<file path="config.mk">
export PLATFORM = sky130hd
export DESIGN_NAME = pio_strobe_gen
export DESIGN_NICKNAME = d
export VERILOG_FILES = /design/src/rtl/pio_pkg.sv /design/src/rtl/pio_cfg_regs.sv /design/src/rtl/pio_timing_sel.sv /design/src/rtl/pio_cycle_fsm.sv /design/src/rtl/pio_strobe_gen.sv
export SDC_FILE = /design/constraint.sdc
export NUM_CORES = 1
export LEC_CHECK = 0
export ABC_AREA = 1
export BUFFER_PORTS_ARGS = -buffer_cell sky130_fd_sc_hd__buf_2
export CAP_MARGIN = 20
export CORE_MARGIN = 3
export CORE_UTILIZATION = 45
export CTS_BUF_LIST = sky130_fd_sc_hd__clkbuf_8
export CTS_CLUSTER_SIZE = 20
export DETAILED_ROUTE_END_ITERATION = 12
export PLACE_DENSITY = 0.7
export SLEW_MARGIN = 0
export SYNTH_ARGS = -nofsm -noshare
export SYNTH_HDL_FRONTEND = slang
export SYNTH_SLANG_ARGS = --single-unit
</file>
<file path="constraint.sdc">
create_clock -name clk -period 2 [get_ports clk]
set_input_delay 0.4 -clock clk [delete_from_list [all_inputs] [get_ports clk]]
set_output_delay 0.4 -clock clk [all_outputs]
set_load 0.01 [all_outputs]
</file>
<file path="src/rtl/pio_pkg.sv">
package pio_pkg;

  localparam int CTRL_W  = 16;
  localparam int EN_BIT  = 15;
  localparam int SEC_BIT = 14;
  localparam int ISP_LSB = 12;
  localparam int RTC_LSB = 8;
  localparam int FLD_W   = 3;
  localparam int FLD_STRIDE = 4;
  localparam int NUM_DRV = 2;

  typedef enum logic [2:0] {
    PH_IDLE  = 3'd0,
    PH_SETUP = 3'd1,
    PH_ACT   = 3'd2,
    PH_WAIT  = 3'd3,
    PH_RECOV = 3'd4
  } phase_t;

  function automatic int ns2clk(input int ns, input int mhz);
    return (ns * mhz + 999) / 1000;
  endfunction

endpackage

</file>
<file path="src/rtl/pio_cfg_regs.sv">
module pio_cfg_regs
  import pio_pkg::*;
#(
  parameter int AW = 3,
  parameter int DW = 16,
  parameter int DEVHEAD_ADDR = 6,
  parameter int DRV_BIT = 4
) (
  input  logic              clk,
  input  logic              rst_n,
  input  logic              cfg_we,
  input  logic [CTRL_W-1:0] cfg_wdata,
  input  logic              acc,
  input  logic              acc_write,
  input  logic [AW-1:0]     acc_addr,
  input  logic [DW-1:0]     acc_wdata,
  output logic [CTRL_W-1:0] ctrl,
  output logic              dev_sel
);

  logic hit_devhead;
  assign hit_devhead = acc && acc_write && (acc_addr == AW'(DEVHEAD_ADDR));

  always_ff @(posedge clk or negedge rst_n) begin
    if (!rst_n) begin
      ctrl <= '0;
    end else if (cfg_we) begin
      ctrl <= cfg_wdata;
    end
  end

  always_ff @(posedge clk or negedge rst_n) begin
    if (!rst_n) begin
      dev_sel <= 1'b0;
    end else if (hit_devhead) begin
      dev_sel <= acc_wdata[DRV_BIT];
    end
  end


  sel_hold_chk: assert property (@(posedge clk) disable iff (!rst_n)
    !hit_devhead |=> $stable(dev_sel));

endmodule

</file>
<file path="src/rtl/pio_timing_sel.sv">
module pio_timing_sel
  import pio_pkg::*;
#(
  parameter int CW = 5,
  parameter int FAST_SETUP = 1,
  parameter int SLOW_SETUP = 3,
  parameter int SLOW_ACT = 10,
  parameter int SLOW_REC = 7
) (
  input  logic [CTRL_W-1:0] ctrl,
  input  logic              dev_sel,
  output logic [CW-1:0]     s_len,
  output logic [CW-1:0]     a_len,
  output logic [CW-1:0]     r_len,
  output logic              iordy_en,
  output logic              post_sel
);

  logic [CW-1:0] fast_a, fast_r;
  logic [CW-1:0] d_s [NUM_DRV];
  logic [CW-1:0] d_a [NUM_DRV];
  logic [CW-1:0] d_r [NUM_DRV];
  logic          d_ien  [NUM_DRV];
  logic          d_post [NUM_DRV];

  assign fast_a = CW'(ctrl[ISP_LSB +: 2]) + CW'(2);
  assign fast_r = CW'(ctrl[RTC_LSB +: 2]) + CW'(1);

  for (genvar d = 0; d < NUM_DRV; d++) begin : g_drv
    logic [FLD_W-1:0] fld;
    assign fld       = ctrl[d*FLD_STRIDE +: FLD_W];
    assign d_s[d]    = fld[0] ? CW'(FAST_SETUP) : CW'(SLOW_SETUP);
    assign d_a[d]    = fld[0] ? fast_a : CW'(SLOW_ACT);
    assign d_r[d]    = fld[0] ? fast_r : CW'(SLOW_REC);
    assign d_ien[d]  = fld[1];
    assign d_post[d] = fld[2];
  end

  always_comb begin
    s_len    = d_s[dev_sel];
    a_len    = d_a[dev_sel];
    r_len    = d_r[dev_sel];
    iordy_en = d_ien[dev_sel];
    post_sel = d_post[dev_sel];
  end

endmodule

</file>
<file path="src/rtl/pio_cycle_fsm.sv">
module pio_cycle_fsm
  import pio_pkg::*;
#(
  parameter int CW = 5,
  parameter int AW = 3,
  parameter int DW = 16,
  parameter int TMO_CLKS = 1024,
  localparam int TW = $clog2(TMO_CLKS)
) (
  input  logic          clk,
  input  logic          rst_n,
  input  logic          start,
  input  logic          start_write,
  input  logic [AW-1:0] start_addr,
  input  logic [DW-1:0] start_wdata,
  input  logic [CW-1:0] s_len,
  input  logic [CW-1:0] a_len,
  input  logic [CW-1:0] r_len,
  input  logic          iordy_en,
  input  logic          post_sel,
  input  logic          ata_iordy,
  input  logic [DW-1:0] ata_dd_in,
  output logic          busy,
  output logic          rsp_valid,
  output logic [DW-1:0] rsp_rdata,
  output logic          tmo_err,
  output logic          post_en,
  output logic          ata_cs_n,
  output logic [AW-1:0] ata_da,
  output logic          ata_dior_n,
  output logic          ata_diow_n,
  output logic [DW-1:0] ata_dd_out,
  output logic          ata_dd_oe
);

  phase_t        ph;
  logic [CW-1:0] cnt;
  logic [TW-1:0] wcnt;
  logic [CW-1:0] a_q, r_q;
  logic          ien_q, post_q, wr_q;
  logic [AW-1:0] addr_q;
  logic [DW-1:0] wdata_q;

  logic strobe_on, cs_on, hold_req, wait_done, timeout, leave;

  assign strobe_on = (ph == PH_ACT) || (ph == PH_WAIT);
  assign cs_on     = strobe_on || (ph == PH_SETUP);
  assign hold_req  = ien_q && !ata_iordy;
  assign timeout   = (ph == PH_WAIT) && !ata_iordy && (wcnt == TW'(TMO_CLKS - 1));
  assign wait_done = (ph == PH_WAIT) && (ata_iordy || timeout);
  assign leave     = ((ph == PH_ACT) && (cnt == '0) && !hold_req) || wait_done;

  always_ff @(posedge clk or negedge rst_n) begin
    if (!rst_n) begin
      ph      <= PH_IDLE;
      cnt     <= '0;
      wcnt    <= '0;
      a_q     <= '0;
      r_q     <= '0;
      ien_q   <= 1'b0;
      post_q  <= 1'b0;
      wr_q    <= 1'b0;
      addr_q  <= '0;
      wdata_q <= '0;
    end else begin
      unique case (ph)
        PH_IDLE: begin
          if (start) begin
            ph      <= PH_SETUP;
            cnt     <= s_len - CW'(1);
            a_q     <= a_len;
            r_q     <= r_len;
            ien_q   <= iordy_en;
            post_q  <= post_sel;
            wr_q    <= start_write;
            addr_q  <= start_addr;
            wdata_q <= start_wdata;
          end
        end
        PH_SETUP: begin
          if (cnt == '0) begin
            ph  <= PH_ACT;
            cnt <= a_q - CW'(1);
          end else begin
            cnt <= cnt - CW'(1);
          end
        end
        PH_ACT: begin
          if (cnt != '0) begin
            cnt <= cnt - CW'(1);
          end else if (hold_req) begin
            ph   <= PH_WAIT;
            wcnt <= '0;
          end else begin
            ph  <= PH_RECOV;
            cnt <= r_q - CW'(1);
          end
        end
        PH_WAIT: begin
          if (wait_done) begin
            ph  <= PH_RECOV;
            cnt <= r_q - CW'(1);
          end else begin
            wcnt <= wcnt + TW'(1);
          end
        end
        PH_RECOV: begin
          if (cnt == '0) ph <= PH_IDLE;
          else           cnt <= cnt - CW'(1);
        end
        default: ph <= PH_IDLE;
      endcase
    end
  end

  always_ff @(posedge clk or negedge rst_n) begin
    if (!rst_n) begin
      rsp_valid <= 1'b0;
      rsp_rdata <= '0;
    end else begin
      rsp_valid <= leave && !wr_q;
      if (leave && !wr_q) rsp_rdata <= ata_dd_in;
    end
  end

  always_ff @(posedge clk or negedge rst_n) begin
    if (!rst_n)       tmo_err <= 1'b0;
    else if (timeout) tmo_err <= 1'b1;
  end

  assign busy       = (ph != PH_IDLE);
  assign post_en    = busy && post_q;
  assign ata_cs_n   = !cs_on;
  assign ata_da     = addr_q;
  assign ata_dior_n = !(strobe_on && !wr_q);
  assign ata_diow_n = !(strobe_on && wr_q);
  assign ata_dd_out = wdata_q;
  assign ata_dd_oe  = wr_q && cs_on;


  one_strobe_chk: assert property (@(posedge clk) disable iff (!rst_n)
    !(!ata_dior_n && !ata_diow_n));


  strobe_cs_chk: assert property (@(posedge clk) disable iff (!rst_n)
    (!ata_dior_n || !ata_diow_n) |-> !ata_cs_n);


  start_busy_chk: assert property (@(posedge clk) disable iff (!rst_n)
    (start && !busy) |=> busy);


  iordy_hold_chk: assert property (@(posedge clk) disable iff (!rst_n)
    (ph == PH_WAIT && !ata_iordy && !timeout) |=> (ph == PH_WAIT));


  err_sticky_chk: assert property (@(posedge clk) disable iff (!rst_n)
    tmo_err |=> tmo_err);

endmodule

</file>
<file path="src/rtl/pio_strobe_gen.sv">
module pio_strobe_gen
  import pio_pkg::*;
#(
  parameter int CLK_MHZ = 33,
  parameter int SETUP_NS = 70,
  parameter int ACT_NS = 290,
  parameter int CYC_NS = 600,
  parameter int FAST_SETUP = 1,
  parameter int TMO_CLKS = 1024,
  parameter int AW = 3,
  parameter int DW = 16,
  parameter int DEVHEAD_ADDR = 6,
  parameter int DRV_BIT = 4
) (
  input  logic          clk,
  input  logic          rst_n,
  input  logic          cfg_we,
  input  logic [15:0]   cfg_wdata,
  input  logic          req_valid,
  output logic          req_ready,
  input  logic          req_write,
  input  logic [AW-1:0] req_addr,
  input  logic [DW-1:0] req_wdata,
  output logic          rsp_valid,
  output logic [DW-1:0] rsp_rdata,
  output logic          busy,
  output logic          tmo_err,
  output logic          chan_sec,
  output logic          post_en,
  output logic          ata_cs_n,
  output logic [AW-1:0] ata_da,
  output logic          ata_dior_n,
  output logic          ata_diow_n,
  output logic [DW-1:0] ata_dd_out,
  output logic          ata_dd_oe,
  input  logic [DW-1:0] ata_dd_in,
  input  logic          ata_iordy
);

  localparam int SLOW_SETUP = ns2clk(SETUP_NS, CLK_MHZ);
  localparam int SLOW_ACT   = ns2clk(ACT_NS, CLK_MHZ);
  localparam int SLOW_CYC   = ns2clk(CYC_NS, CLK_MHZ);
  localparam int SLOW_REC   = (SLOW_CYC > SLOW_SETUP + SLOW_ACT) ?
                              (SLOW_CYC - SLOW_SETUP - SLOW_ACT) : 1;
  localparam int MAX_LEN    = (SLOW_CYC > 6) ? SLOW_CYC : 6;
  localparam int CW         = $clog2(MAX_LEN + 1);

  logic [CTRL_W-1:0] ctrl;
  logic              dev_sel, accept;
  logic [CW-1:0]     s_len, a_len, r_len;
  logic              iordy_en, post_sel;

  assign req_ready = ctrl[EN_BIT] && !busy;
  assign accept    = req_valid && req_ready;
  assign chan_sec  = ctrl[SEC_BIT];

  pio_cfg_regs #(
    .AW(AW), .DW(DW), .DEVHEAD_ADDR(DEVHEAD_ADDR), .DRV_BIT(DRV_BIT)
  ) u_cfg (
    .clk       (clk),
    .rst_n     (rst_n),
    .cfg_we    (cfg_we),
    .cfg_wdata (cfg_wdata),
    .acc       (accept),
    .acc_write (req_write),
    .acc_addr  (req_addr),
    .acc_wdata (req_wdata),
    .ctrl      (ctrl),
    .dev_sel   (dev_sel)
  );

  pio_timing_sel #(
    .CW(CW), .FAST_SETUP(FAST_SETUP), .SLOW_SETUP(SLOW_SETUP),
    .SLOW_ACT(SLOW_ACT), .SLOW_REC(SLOW_REC)
  ) u_sel (
    .ctrl     (ctrl),
    .dev_sel  (dev_sel),
    .s_len    (s_len),
    .a_len    (a_len),
    .r_len    (r_len),
    .iordy_en (iordy_en),
    .post_sel (post_sel)
  );

  pio_cycle_fsm #(
    .CW(CW), .AW(AW), .DW(DW), .TMO_CLKS(TMO_CLKS)
  ) u_fsm (
    .clk         (clk),
    .rst_n       (rst_n),
    .start       (accept),
    .start_write (req_write),
    .start_addr  (req_addr),
    .start_wdata (req_wdata),
    .s_len       (s_len),
    .a_len       (a_len),
    .r_len       (r_len),
    .iordy_en    (iordy_en),
    .post_sel    (post_sel),
    .ata_iordy   (ata_iordy),
    .ata_dd_in   (ata_dd_in),
    .busy        (busy),
    .rsp_valid   (rsp_valid),
    .rsp_rdata   (rsp_rdata),
    .tmo_err     (tmo_err),
    .post_en     (post_en),
    .ata_cs_n    (ata_cs_n),
    .ata_da      (ata_da),
    .ata_dior_n  (ata_dior_n),
    .ata_diow_n  (ata_diow_n),
    .ata_dd_out  (ata_dd_out),
    .ata_dd_oe   (ata_dd_oe)
  );


  idle_when_off_chk: assert property (@(posedge clk) disable iff (!rst_n)
    (!ctrl[EN_BIT] && !busy) |=> !busy);

endmodule

</file>
-- Yosys cells after proc, flatten, opt, wreduce, memory -nomap -nowiden
Index checks and enable logic that the tools add are counted.
W data, S select, Z words.
- bits in registers: 85
- input port bits: 57
- output and inout port bits: 45
- word-level logic and storage cells: 114
- add/sub/neg operators: 7
- magnitude comparators: 1
- eq/ne operators: 15
- mux-type cells: 39
- bitwise logic cells: 1
- reductions and logical operators: 36
- operator list (cell ; number):
    $mux W5 ; 19
    $mux W10 ; 3
    $pmux W5 S5 ; 1
    $pmux W10 S2 ; 1
    $sub A5 B1 Y5 const B ; 4
    $mux W3 ; 6
    $logic_and A1 B1 Y1 ; 15
    $pmux W3 S5 ; 1
    $add A10 B1 Y10 const B ; 1
    $eq A10 B10 Y1 const B ; 1
    $ne A2 B2 Y1 const B ; 5
    $reduce_and A5 Y1 ; 2
    $reduce_bool A5 Y1 ; 2
    $logic_not A1 Y1 ; 7
    $eq A3 B2 Y1 const B ; 2
    $eq A3 B3 Y1 const B ; 2
    $mux W1 ; 6
    $ne A2 B1 Y1 const B ; 3
    $logic_not A5 Y1 ; 1
    $logic_or A1 B1 Y1 ; 4
    $mux W2 ; 2
    $reduce_and A4 Y1 ; 1
    $add A2 B1 Y3 const B ; 1
    $add A2 B2 Y3 const B ; 1
    8 further kinds ; 8

-- Logic depth before layout (Yosys ltp)
Gate-level depths: netlist (run 1).
- depth after elaboration: 7
- depth in mapped cells: 10
- gate-level depth less buffers: 10

-- Hierarchy
A second synthesis (run 1) with hierarchy kept.
- cells, all modules: 506
- area, all modules: 4334.2 µm²
- by module, submodules not included (module ; instances ; cells each ; area each (µm²) ; seq. area each (µm²)):
    pio_cycle_fsm ; 1 ; 387 ; 3400.8 ; 1701.6
    pio_cfg_regs ; 1 ; 79 ; 721.9 ; 425.4
    pio_timing_sel ; 1 ; 35 ; 187.7 ; 0.0
    pio_strobe_gen ; 1 ; 5 ; 23.8 ; 0.0

-- Least setup slack after synthesis (run 1)
No wires, ideal clock.
- path kind: flip-flop to flip-flop
- start: register u_fsm.cnt[0]
- end: register u_fsm.rsp_rdata[11]
- setup time: 0.117 ns
- data arrival time: 1.458 ns
- data required time: 1.883 ns
- slack: 0.425 ns
- cell stages (with the launch flop): 9
- path buffers: 1
- period minus slack after synthesis: 1.575 ns
- cells stage by stage: dfrtp_1 -> inv_1 -> ha_1 -> nand3_2 -> nor3_2 -> o21bai_2 -> buf_6 -> nand2_1 -> nand2_1
- word-level cells in the longest chain between the ends: 5
- ends and longest elaborated chain (element ; line ; text):
    start, declared ; pio_cycle_fsm.sv:37 ; logic [CW-1:0] cnt;
    start signal, assigned ; pio_cycle_fsm.sv:70 ; cnt <= s_len - CW'(1);
    start signal, assigned ; pio_cycle_fsm.sv:83 ; cnt <= a_q - CW'(1);
    start signal, assigned ; pio_cycle_fsm.sv:85 ; cnt <= cnt - CW'(1);
    $logic_not A5 Y1 ; pio_cycle_fsm.sv:51 ; assign leave = ((ph == PH_ACT) && (cnt == '0) && !hold_req) || wait_done;
    $logic_and A1 B1 Y1 (2 in a row) ; pio_cycle_fsm.sv:51 ;
    $logic_or A1 B1 Y1 ; pio_cycle_fsm.sv:51 ;
    $logic_and A1 B1 Y1 ; pio_cycle_fsm.sv:122 ; if (leave && !wr_q) rsp_rdata <= ata_dd_in;
    end signal, assigned ; pio_cycle_fsm.sv:122 ;
    end, declared ; pio_cycle_fsm.sv:25 ; output logic [DW-1:0] rsp_rdata,
No other way between the ends.
A chain may end at the register's enable or synchronous reset.

-- Final worst setup path (run 1)
- start: register u_fsm.ph[2]
- end: output ata_dd_oe
- word-level cells in the longest chain between the ends: 4
- elaborated cells between the ends (all ways): 6
- classes of those cells: eq/ne: 3; reduce/logical: 3
- ends and longest elaborated chain (element ; line ; text):
    start, declared ; pio_cycle_fsm.sv:36 ; phase_t ph;
    start signal, assigned ; pio_cycle_fsm.sv:55 ; ph <= PH_IDLE;
    start signal, assigned ; pio_cycle_fsm.sv:69 ; ph <= PH_SETUP;
    start signal, assigned ; pio_cycle_fsm.sv:82 ; ph <= PH_ACT;
    $eq A3 B2 Y1 ; pio_cycle_fsm.sv:46 ; assign strobe_on = (ph == PH_ACT) || (ph == PH_WAIT);
    $logic_or A1 B1 Y1 ; pio_cycle_fsm.sv:46 ;
    $logic_or A1 B1 Y1 * ; pio_cycle_fsm.sv:47 ; assign cs_on = strobe_on || (ph == PH_SETUP);
    $logic_and A1 B1 Y1 * ; pio_cycle_fsm.sv:138 ; assign ata_dd_oe = wr_q && cs_on;
    end, declared ; pio_strobe_gen.sv:35 ; output logic ata_dd_oe,
Mark *: on every way between the ends. The rest lies on a longest branch, timed or not.

==> results by group, run 1 <==
Logic synthesis
  • Syn Std Cell Area: between 3000 and 4000 sq um
  • Synthesized flop and latch total: 78
  • Ranking of synthesized cells by area: dfrtp_1 (53%), nand2_1 (16%), nand3_1 (4.9%), inv_1 (3.8%), o21ai_0 (3.5%)
  • Syn nets: about 500
  • Top cell type's share of synthesized area: 0.526
  • Cells after Synth: 442
  • Register area share after synthesis: 0.526
  • FFs w/ async S/R, synth: 1.00
  • Post-synth top area cell: dfrtp_1
  • EDFF count, synth: 0
  • Main flop type after synthesis: dfrtp_1
  • Syn_area_per_cell: approximately 8.4 sq um
  • Yosys warnings: 0
  • Synth cell types: 35

Status
  • Status: complete, no violations

Layout
  • # diodes: 0
  • Area delta synth->final: 22.7%
  • Commonest non-fill, non-tap cell in the layout: nand2_1
  • Storage cell area: around 2000 sq um
  • Area of the multi-input gates: 1520 sq um
  • Filler Cells Inserted: 744
  • Share of cells above drive strength 1: 0.269
  • Final Instance Area: about 4500 sq um
  • Commonest non-fill, non-tap cells in the layout: nand2_1 (158), buf_2 (96), dfrtp_1 (78)
  • Nets: 611

Pwr
  • Combinational power share: 0.442
  • IR drop worst, VDD: 0.680 mV
  • Total power: between 6000 and 7000 uW
  • Power Density: roughly 1500 nW/um^2
  • Clock network power share: 0.180
  • Switching Fraction: 0.421
  • Sequential Power Share: 0.378
  • Net Sw Power: approximately 2900 uW
  • P_int: around 3900 uW
  • Leak: ~0.0025 uW

Timing
  • Max Fclk: around 540 MHz
  • PnR worst setup slack: around 140 ps
  • Final Hold Fails: 0
  • Worst slew pin tran: approximately 720 ps
  • Setup violators final: 0
  • Pins Over Slew Limit: 0
  • Clk_skew: 17.4 ps
  • Final cycle utilization of the critical path: 0.930
  • RSZ-0062 raised after global routing: false
  • Min Tclk post-route: between 1500 and 2000 ps
  • Relative slew slack: 0.517
  • Setup_tns: 0 ps

Floorplanning
  • Core ar.: roughly 8000 sq um
  • Die height: 96.8 um
  • Die W: 96.8 um
  • Row count: 32
  • Die area: between 9000 and 10000 sq um
  • Initial core utilization: 0.472
  • I/O pin cnt: between 100 and 150

Clocking
  • Clock Root Buffer: clkbuf_8
  • Clk_lat worst skew: 350 ps
  • Clk sinks: between 70 and 80
  • Setup Buffers After CTS: 0
  • CTS tree: done
  • Post-cts resize count: 0
  • Hold buffers post-CTS: 1
  • Max Root-Sink Buffers: 2
  • CTS buffer count: 9
  • H-tree Lvls: 3
  • Clock transition at path regs: about 90 ps

Detailed routing
  • Routed wire length: roughly 8400 um
  • DR WL met3: slightly below 600 um
  • WL per Instance: 12.8 um
  • # DRC: 0
  • Wl on met1: ~3700 um
  • First-pass detailed-route iteration total: 4
  • DR WL met2: about 4100 um
  • Vias per cell: 4.91
  • Post-route ant nets: 0
  • DR top layer: met4
  • Initial DRC count: 191
  • Vias: roughly 3200

Placement
  • Placed inst area: 4340 sq um
  • Post-DP HPWL: roughly 6300 um
  • Final GP Congestion: just under 0.9
  • Pre-CTS setup slack: about 170 ps
  • IO buf count: slightly below 100

Setup path
  • Worst Setup SP: u_fsm.ph[2]
  • Req. time, crit path: approximately 1600 ps
  • Critical path arrival: between 1000 and 1500 ps
  • Reg-to-reg endpoint: u_fsm.rsp_rdata[5]
  • Reg2reg setup slack: roughly 160 ps
  • Critical path endpoint category: primary output
  • R2R depth: 8
  • Reg2Reg Launch Point: u_fsm.wcnt[0]
  • Critical path endpoint: ata_dd_oe
  • Worst Path Max Fanout: 5
  • WS Path Type: reg -> out
  • Startpoint types: flop

Global route
  • Initial antenna violation count: 0
  • First-pass GRT wire length: roughly 15000 um
  • Largest net degree at the start of global routing: 52
  • GR Util All Layers: 0.188
  • Aggregate global routing overflow: 0
  • Vias in the first global route: about 3200

Job
  • Total of max-cap violations: 0

Worst hold path
  • Worst Hold Class: in -> reg
final cells by class:
class,instances,area share
Sequential cell,78,0.429
Multi-Input combinational cell,307,0.333
Timing Repair Buffer,105,0.127
Inverter,47,0.0388
Tap cell,102,0.0281
Clock buffer,9,0.0272
Clock inverter,7,0.0171
critical path, cell delays in order, from the launching register on:
cell and delay (ps):
dfrtp_1 450, inv_2 120, nand3_1 100, inv_1 140, nor2_1 80, nor2_1 80
buf_2 140
flip-flops by register name (all words and copies together), names as in the netlist, 3 cells and up:
register	cells
u_fsm.ph	3
u_fsm.wcnt	10
u_fsm.cnt	5
u_fsm.r_q	3
u_fsm.ata_da	3
u_cfg.ctrl	12
u_fsm.rsp_rdata	16
u_fsm.a_q	4
u_fsm.ata_dd_out	16
cell families after synthesis:
family,share of synthesized area
xor gates and xnor gates,0.0165
DFF,0.526
and+or+nand+nor,0.286
muxes,0.0152
AOI/OAI and AO/OA,0.0712
buffers and inverters,0.0648
adders and majority gates,0.0202
cell usage after synthesis (2+ instances only):
library cell and number:
a21oi_1 5, buf_2 3, clkbuf_1 4, dfrtp_1 78
ha_1 6, inv_1 38, inv_2 8, mux2_2 5
nand2_1 158, nand2_2 4, nand3_1 36, nand3_2 2
nand3b_1 3, nand4_1 10, nor2_1 19, nor2_2 3
nor2_4 3, nor3_1 2, o211ai_1 3, o21ai_0 26
o21ai_1 5, o22ai_1 3, xnor2_1 3, xor2_1 4
stage by stage:
| step | instances | hold slack [ps] | util |
|---|---|---|---|
| detailed placement | 638 | 358 | 0.553 |
| global placement | 638 | 355 | 0.553 |
| finish | 655 | 233 | 0.580 |
| CTS | 655 | 217 | 0.580 |
| floorplan | 442 | 104 | - |
| global route | 655 | 225 | 0.580 |
metal layers:
layer  GRT usage  vias up
met3      0.0476       13
met1       0.237     1471
met4      0.0637        0
met2       0.314      104
met5           0        -
li1            -     1629
worst min-delay path by stage:
stage | slack (ps) | depth (start not counted) | endpoint | start
after global routing | 220 | 3 | u_fsm.ata_dd_out[11] | req_wdata[11]
after global placement | 360 | 1 | u_fsm.wcnt[0] | rst_n
after detailed placement | 360 | 1 | u_fsm.wcnt[2] | rst_n
after floorplan | 100 | 0 | u_cfg.ctrl[0] | rst_n
after CTS | 220 | 3 | u_fsm.ata_dd_out[11] | req_wdata[11]
final | 230 | 3 | u_fsm.ata_dd_out[11] | req_wdata[11]
power groups by stage:
| stage | combinational, uW | clock, uW | sequential [uW] |
|---|---|---|---|
| global route | 3400 | 1310 | 2640 |
| detailed placement | 3000 | 0 | 2580 |
| floorplan | 1820 | 0 | 2710 |
| CTS | 3010 | 1240 | 2560 |
| global placement | 2910 | 0 | 2560 |
| finish | 2990 | 1220 | 2560 |
No activity file was read; power rests on OpenSTA's default activity.
==> inputs of run 2 (changes only) <==
- ABC_AREA: 1 -> default
- CELL_PAD_IN_SITES_DETAIL_PLACEMENT: default -> 1
- CELL_PAD_IN_SITES_GLOBAL_PLACEMENT: default -> 1
- CORE_UTILIZATION: 45 -> 44
- PLACE_DENSITY: 0.7 -> default
- PLACE_DENSITY_LB_ADDON: default -> 0.1
- SYNTH_HIERARCHICAL: default -> 1
==> run 2 against run 1 <==
  * The run now ends with negative setup slack left
  * Flip-flop and latch count grew 3
  * Maximum frequency is 20% lower
  * Area after synthesis is 11% higher
  * Synthesized cell count fell by 19%
  * Clock power grew 16%
  * Clock-buffer cell count grew 1
  * Sequential share of layout area shrank 7.9 points
==> results by group, run 2 <==
Job
  • Total of max-cap violations: 0 (unchanged)

Status
  • Status: finished with violations
  • Failing checks: negative setup slack

Timing
  • Relative slew slack: 0.663 (+0.146)
  • Clk_skew: 18.6 ps (+1.23 ps)
  • Final cycle utilization of the critical path: 1.16 (+0.231)
  • Fin Hold WS: 261 ps (+28.5 ps)
  • RSZ-0062 raised after global routing: true
  • PnR worst setup slack: -322 ps (-462 ps)
  • Setup violators final: 19 (+19)
  • Setup_tns: -4960 ps (-4960 ps)
  • Final Hold Fails: 0 (unchanged)
  • Max Fclk: 431 MHz (-20%)
  • Pins Over Slew Limit: 0 (unchanged)
  • Min Tclk post-route: 2320 ps (+462 ps)
  • Worst slew pin tran: 504 ps (-213 ps)

Floorplanning
  • Initial core utilization: 0.462 (-0.0103)
  • Die W: 103 um (+6.1%)
  • Die height: 103 um (+6.1%)
  • Die area: 10500 sq um (+12%)
  • Row count: 34 (+6.3%)
  • Core ar.: 8890 sq um (+13%)
  • I/O pin cnt: 102 (unchanged)

Clocking
  • CTS buffer count: 9 (unchanged)
  • CTS tree: done
  • Clock Root Buffer: clkbuf_8
  • Clock transition at path regs: 100 ps (about the same)
  • Max Root-Sink Buffers: 2 (unchanged)
  • H-tree Lvls: 3 (unchanged)
  • Clk sinks: 81 (+3.8%)
  • Clk_lat worst skew: 360 ps (about the same)

Worst hold path
  • Worst Hold Class: in -> reg

Layout
  • Area delta synth->final: 41.0%
  • Commonest non-fill, non-tap cells in the layout: buf_2 (97), dfrtp_1 (81), buf_4 (54)
  • Nets: 585 (-4.3%)
  • Share of cells above drive strength 1: 0.541 (+0.271)
  • Fin cells: 636 (-2.9%)
  • Commonest non-fill, non-tap cell in the layout: buf_2

Global route
  • Initial antenna violation count: 0 (unchanged)
  • Aggregate global routing overflow: 0 (unchanged)
  • First-pass GRT wire length: 19300 um (+31%)
  • Largest net degree at the start of global routing: 41 (-21%)
  • Vias in the first global route: 3721 (+15%)
  • GR Util All Layers: 0.238 (+0.0500)

Setup path
  • Critical path arrival: 2580 ps (+1120 ps)
  • Req. time, crit path: 2250 ps (+650 ps)
  • Critical path endpoint category: flop
  • Worst Path Max Fanout: 6 (+1)
  • WS Path Type: reg -> reg
  • Reg2reg setup slack: -320 ps (-480 ps)
  • Startpoint types: flop

Pwr
  • Leak: 0.00272 uW (+9.0%)
  • Power Density: 1590 nW/um^2 (+6.9%)
  • IR drop worst, VDD: 0.787 mV (+16%)

Detailed routing
  • # DRC: 0 (unchanged)
  • Routed wire length: 13900 um (+65%)
  • Vias per cell: 5.69 (+16%)
  • Vias: 3619 (+12%)
  • Initial DRC count: 133 (-30%)
  • WL per Instance: 21.8 um (+70%)
  • First-pass detailed-route iteration total: 5 (+1)
  • Post-route ant nets: 0 (unchanged)

Logic synthesis
  • Syn Std Cell Area: 4110 sq um (+11%)
  • Cells after Synth: 358 (-19%)
  • Yosys warnings: 6 (+6)
  • Syn_area_per_cell: 11.5 sq um (+37%)

Placement
  • Post-DP HPWL: 8510 um (+35%)
  • Final GP Congestion: 0.847 (-5.1%)
  • IO buf count: 97 (unchanged)
  • Pre-CTS setup slack: -280 ps (-455 ps)
  • Dpl cells: 594 (-6.9%)
[run 2: worst max-delay path, stage by stage, from the launching register on]
cell and delay [ps]:
dfrtp_1 410, ha_4 170, nand3_4 70, or4_4 440, a311o_2 450, nor2_8 190
clkbuf_16 180, mux2_4 310
[run 2: layer usage]
metal  share of wire  track usage
met4           0.033       0.0747
met5               0            0
met2            0.52        0.412
met3           0.057       0.0521
met1            0.39        0.296
[run 2: stage by stage]
stage / utilization / total power [uW] / cell area [sq um]
floorplan: - / 5020 / 4210
global placement: 0.570 / 6370 / 5060
detailed placement: 0.570 / 6580 / 5060
CTS: 0.620 / 8440 / 5510
global route: 0.652 / 9730 / 5790
finish: 0.652 / 9220 / 5800
[run 2: final timing paths]
| path | start | end | cells after the start |
|---|---|---|---|
| worst max-delay path | u_fsm/wcnt[1] | u_fsm/rsp_rdata[10] | 7 |
| worst min-delay path | ata_dd_in[8] | u_fsm/rsp_rdata[8] | 2 |
| worst max register to register | u_fsm/wcnt[1] | u_fsm/rsp_rdata[10] | 7 |
| worst min register to register | u_fsm/wcnt[9] | u_fsm/wcnt[9] | 1 |
| max in group asynchronous | rst_n | u_fsm/rsp_rdata[2] | 3 |
| min in group asynchronous | rst_n | u_fsm/wcnt[2] | 2 |
[run 2: where the power goes]
group / total (uW) / internal, uW / switching [uW]
Clock: 1410 / 743 / 671
Combinational: 5010 / 2590 / 2430
Sequential: 2800 / 2280 / 518
Total: 9220 / 5610 / 3620
[run 2: final cells by class]
cell class / count / area, sq um
repair buffers: 170 / 1170
diodes: 1 / 2.50
flip-flops and latches: 81 / 2030
well taps: 108 / 135
fillers: 954 / 3100
clock buffers: 10 / 138
multi-input cells: 245 / 2170
clock inverters: 6 / 90.1
inverters: 15 / 60.1
[run 2: repair_timing]
action / in CTS / in global routing
gates cloned: 0 / 3
setup endpoints to repair: 25 / 64
pin swaps: 4 / 13
hold buffers: 1 / 0
resized for setup: 34 / 42
hold endpoints to repair: 22 / 0
buffers inserted: 12 / 12
==> inputs of run 3 (changes only) <==
- CORE_UTILIZATION: 44 -> 39
- clock period: 2 -> 1.9 ns (I/O delays scaled with it)
==> run 3 against run 2 <==
  * Clock-buffer cell count unchanged
  * Critical path type unchanged
  * Highest routed layer unchanged
  * Critical endpoint is now u_fsm/rsp_rdata[15]
  * Worst hold slack lost 19 ps
  * Global-route usage is 3.5 points lower
  * Die area is 12% higher
  * First-iteration DRC count shrank 0.75%
  * The run still ends with negative setup slack left
  * Sequential share of layout area down 1.9 points
==> results by group, run 3 (synthesis results as in run 2) <==
Floorplanning
  • Die W: 109 um (+5.9%)
  • Core ar.: 10000 sq um (+12%)
  • Row count: 36 (+5.9%)
  • Die area: 11800 sq um (+12%)
  • Initial core utilization: 0.411 (-0.0512)
  • I/O pin cnt: 102 (unchanged)
  • Die height: 109 um (+5.9%)

Timing
  • Worst slew pin tran: 561 ps (+56.4 ps)
  • Final cycle utilization of the critical path: 1.14 (-0.0242)
  • Pins Over Slew Limit: 0 (unchanged)
  • RSZ-0062 raised after global routing: true
  • Setup_tns: -7000 ps (-2040 ps)
  • Clk_skew: 15.9 ps (-2.71 ps)
  • Setup violators final: 60 (+41)
  • Final Hold Fails: 0 (unchanged)
  • Relative slew slack: 0.625 (-0.0373)
  • Min Tclk post-route: 2160 ps (-162 ps)
  • Max Fclk: 463 MHz (+7.5%)
  • PnR worst setup slack: -260 ps (+62.1 ps)

Clocking
  • Clk_lat worst skew: 360 ps (about the same)
  • Clock transition at path regs: 90 ps (about the same)
  • CTS tree: done
  • Clock Root Buffer: clkbuf_8
  • Max Root-Sink Buffers: 2 (unchanged)
  • CTS buffer count: 9 (unchanged)
  • Clk sinks: 81 (unchanged)
  • H-tree Lvls: 3 (unchanged)

Detailed routing
  • WL per Instance: 18.8 um (-14%)
  • Post-route ant nets: 0 (unchanged)
  • Initial DRC count: 132 (-0.75%)
  • Routed wire length: 12700 um (-8.2%)
  • Vias: 3462 (-4.3%)
  • Vias per cell: 5.11 (-10%)
  • First-pass detailed-route iteration total: 4 (-1)
  • # DRC: 0 (unchanged)

Layout
  • # diodes: 0 (-1)
  • Final Util: 0.613 (-0.0392)
  • Share of cells above drive strength 1: 0.579 (+0.0382)
  • Commonest non-fill, non-tap cells in the layout: buf_2 (95), dfrtp_1 (80), buf_4 (62)
  • Nets: 603 (+3.1%)
  • Area delta synth->final: 49.1%
  • Commonest non-fill, non-tap cell in the layout: buf_2

Setup path
  • Req. time, crit path: 2150 ps (-100 ps)
  • Worst Setup SP: u_fsm/wcnt[1]
  • Critical path arrival: 2410 ps (-170 ps)
  • WS Path Type: reg -> reg
  • Critical path endpoint: u_fsm/rsp_rdata[15]
  • Reg2Reg Launch Point: u_fsm/wcnt[1]
  • Critical path endpoint category: flop
  • Reg-to-reg endpoint: u_fsm/rsp_rdata[15]
  • Reg2reg setup slack: -260 ps (+60 ps)
  • Worst Path Max Fanout: 10 (+4)
  • R2R depth: 7 (unchanged)
  • Startpoint types: flop

Placement
  • IO buf count: 97 (unchanged)
  • Final GP Congestion: 0.816 (-3.7%)
  • Post-DP HPWL: 8260 um (-2.9%)
  • Pre-CTS setup slack: -361 ps (-80.9 ps)

Pwr
  • Power Density: 1580 nW/um^2 (-1.0%)
  • Total power: 9650 uW (+4.6%)
  • IR drop worst, VDD: 0.757 mV (-3.8%)
  • Leak: 0.00290 uW (+6.6%)

Global route
  • GR Util All Layers: 0.203 (-0.0348)
  • Aggregate global routing overflow: 0 (unchanged)
  • First-pass GRT wire length: 18600 um (-3.7%)
  • Largest net degree at the start of global routing: 49 (+20%)
  • Initial antenna violation count: 0 (unchanged)
  • Vias in the first global route: 3684 (-0.99%)

Status
  • Status: finished with violations
  • Failing checks: negative setup slack

Worst hold path
  • Hold path depth: 2 (unchanged)
  • Worst Hold Class: in -> reg

Job
  • Total of max-cap violations: 0 (unchanged)
==> run 3: cell count changes in the layout (fill, tap and decap cells not counted), sizes merged <==
cell | before | now
inv | 16 | 15
bufinv | 2 | 1
clkbuf | 12 | 13
clkinv | 2 | 3
diode | 1 | 0
buf | 167 | 184
==> run 3: worst max-delay path, stage by stage, from the launching register on <==
cell and delay (ps):
dfrtp_1 400, ha_4 170, nand3_4 60, or4_4 440, a311o_2 380, nor2_8 140
buf_12 160, mux2_4 310
==> run 3: how the worst min path moves through the flow <==
| stage | startpoint | slack (ps) | to |
|---|---|---|---|
| after global routing | req_wdata[14] | 230 | u_fsm/ata_dd_out[14] |
| after global placement | rst_n | 280 | u_fsm/cnt[2] |
| after CTS | ata_dd_in[13] | 230 | u_fsm/rsp_rdata[13] |
| after floorplan | rst_n | 80 | u_cfg/ctrl[0] |
| after detailed placement | rst_n | 280 | u_fsm/cnt[1] |
| final | cfg_wdata[0] | 240 | u_cfg/ctrl[0] |
==> run 3: area by class of cell <==
type | count | area [sq um]
multi-input cells | 245 | 2290
flip-flops and latches | 81 | 2030
repair buffers | 188 | 1390
inverters | 15 | 60.1
clock inverters | 5 | 53.8
well taps | 133 | 166
clock buffers | 10 | 138
fillers | 1111 | 3870
==> run 3: what timing repair did <==
action | in CTS | in global routing
setup endpoints to repair | 66 | 65
cloned | 1 | 4
gates resized for setup | 69 | 67
hold buffers | 1 | 0
endpoints found under the hold margin | 17 | 0
buffers inserted | 12 | 16
pin swaps | 21 | 16
==> run 3: power by group <==
part	total [uW]	internal [uW]	switching (uW)
clock network	1300	635	668
logic	5440	2990	2450
registers	2900	2400	503
total	9650	6030	3620
==> run 3: per-layer routing <==
metal	global-route usage	wire, um	vias to the layer above
li1	-	-	1619
met1	0.259	5470	1765
met2	0.342	6630	67
met3	0.0468	526	11
met4	0.0649	125	0
met5	0	0	-
==> run 3: through the flow <==
step,instances,cell area (sq um),hold WS (ps)
after global placement,629,5190,280
final,677,6130,242
after CTS,658,5710,229
after floorplan,363,4230,84.4
after global routing,677,6130,231
after detailed placement,629,5190,282
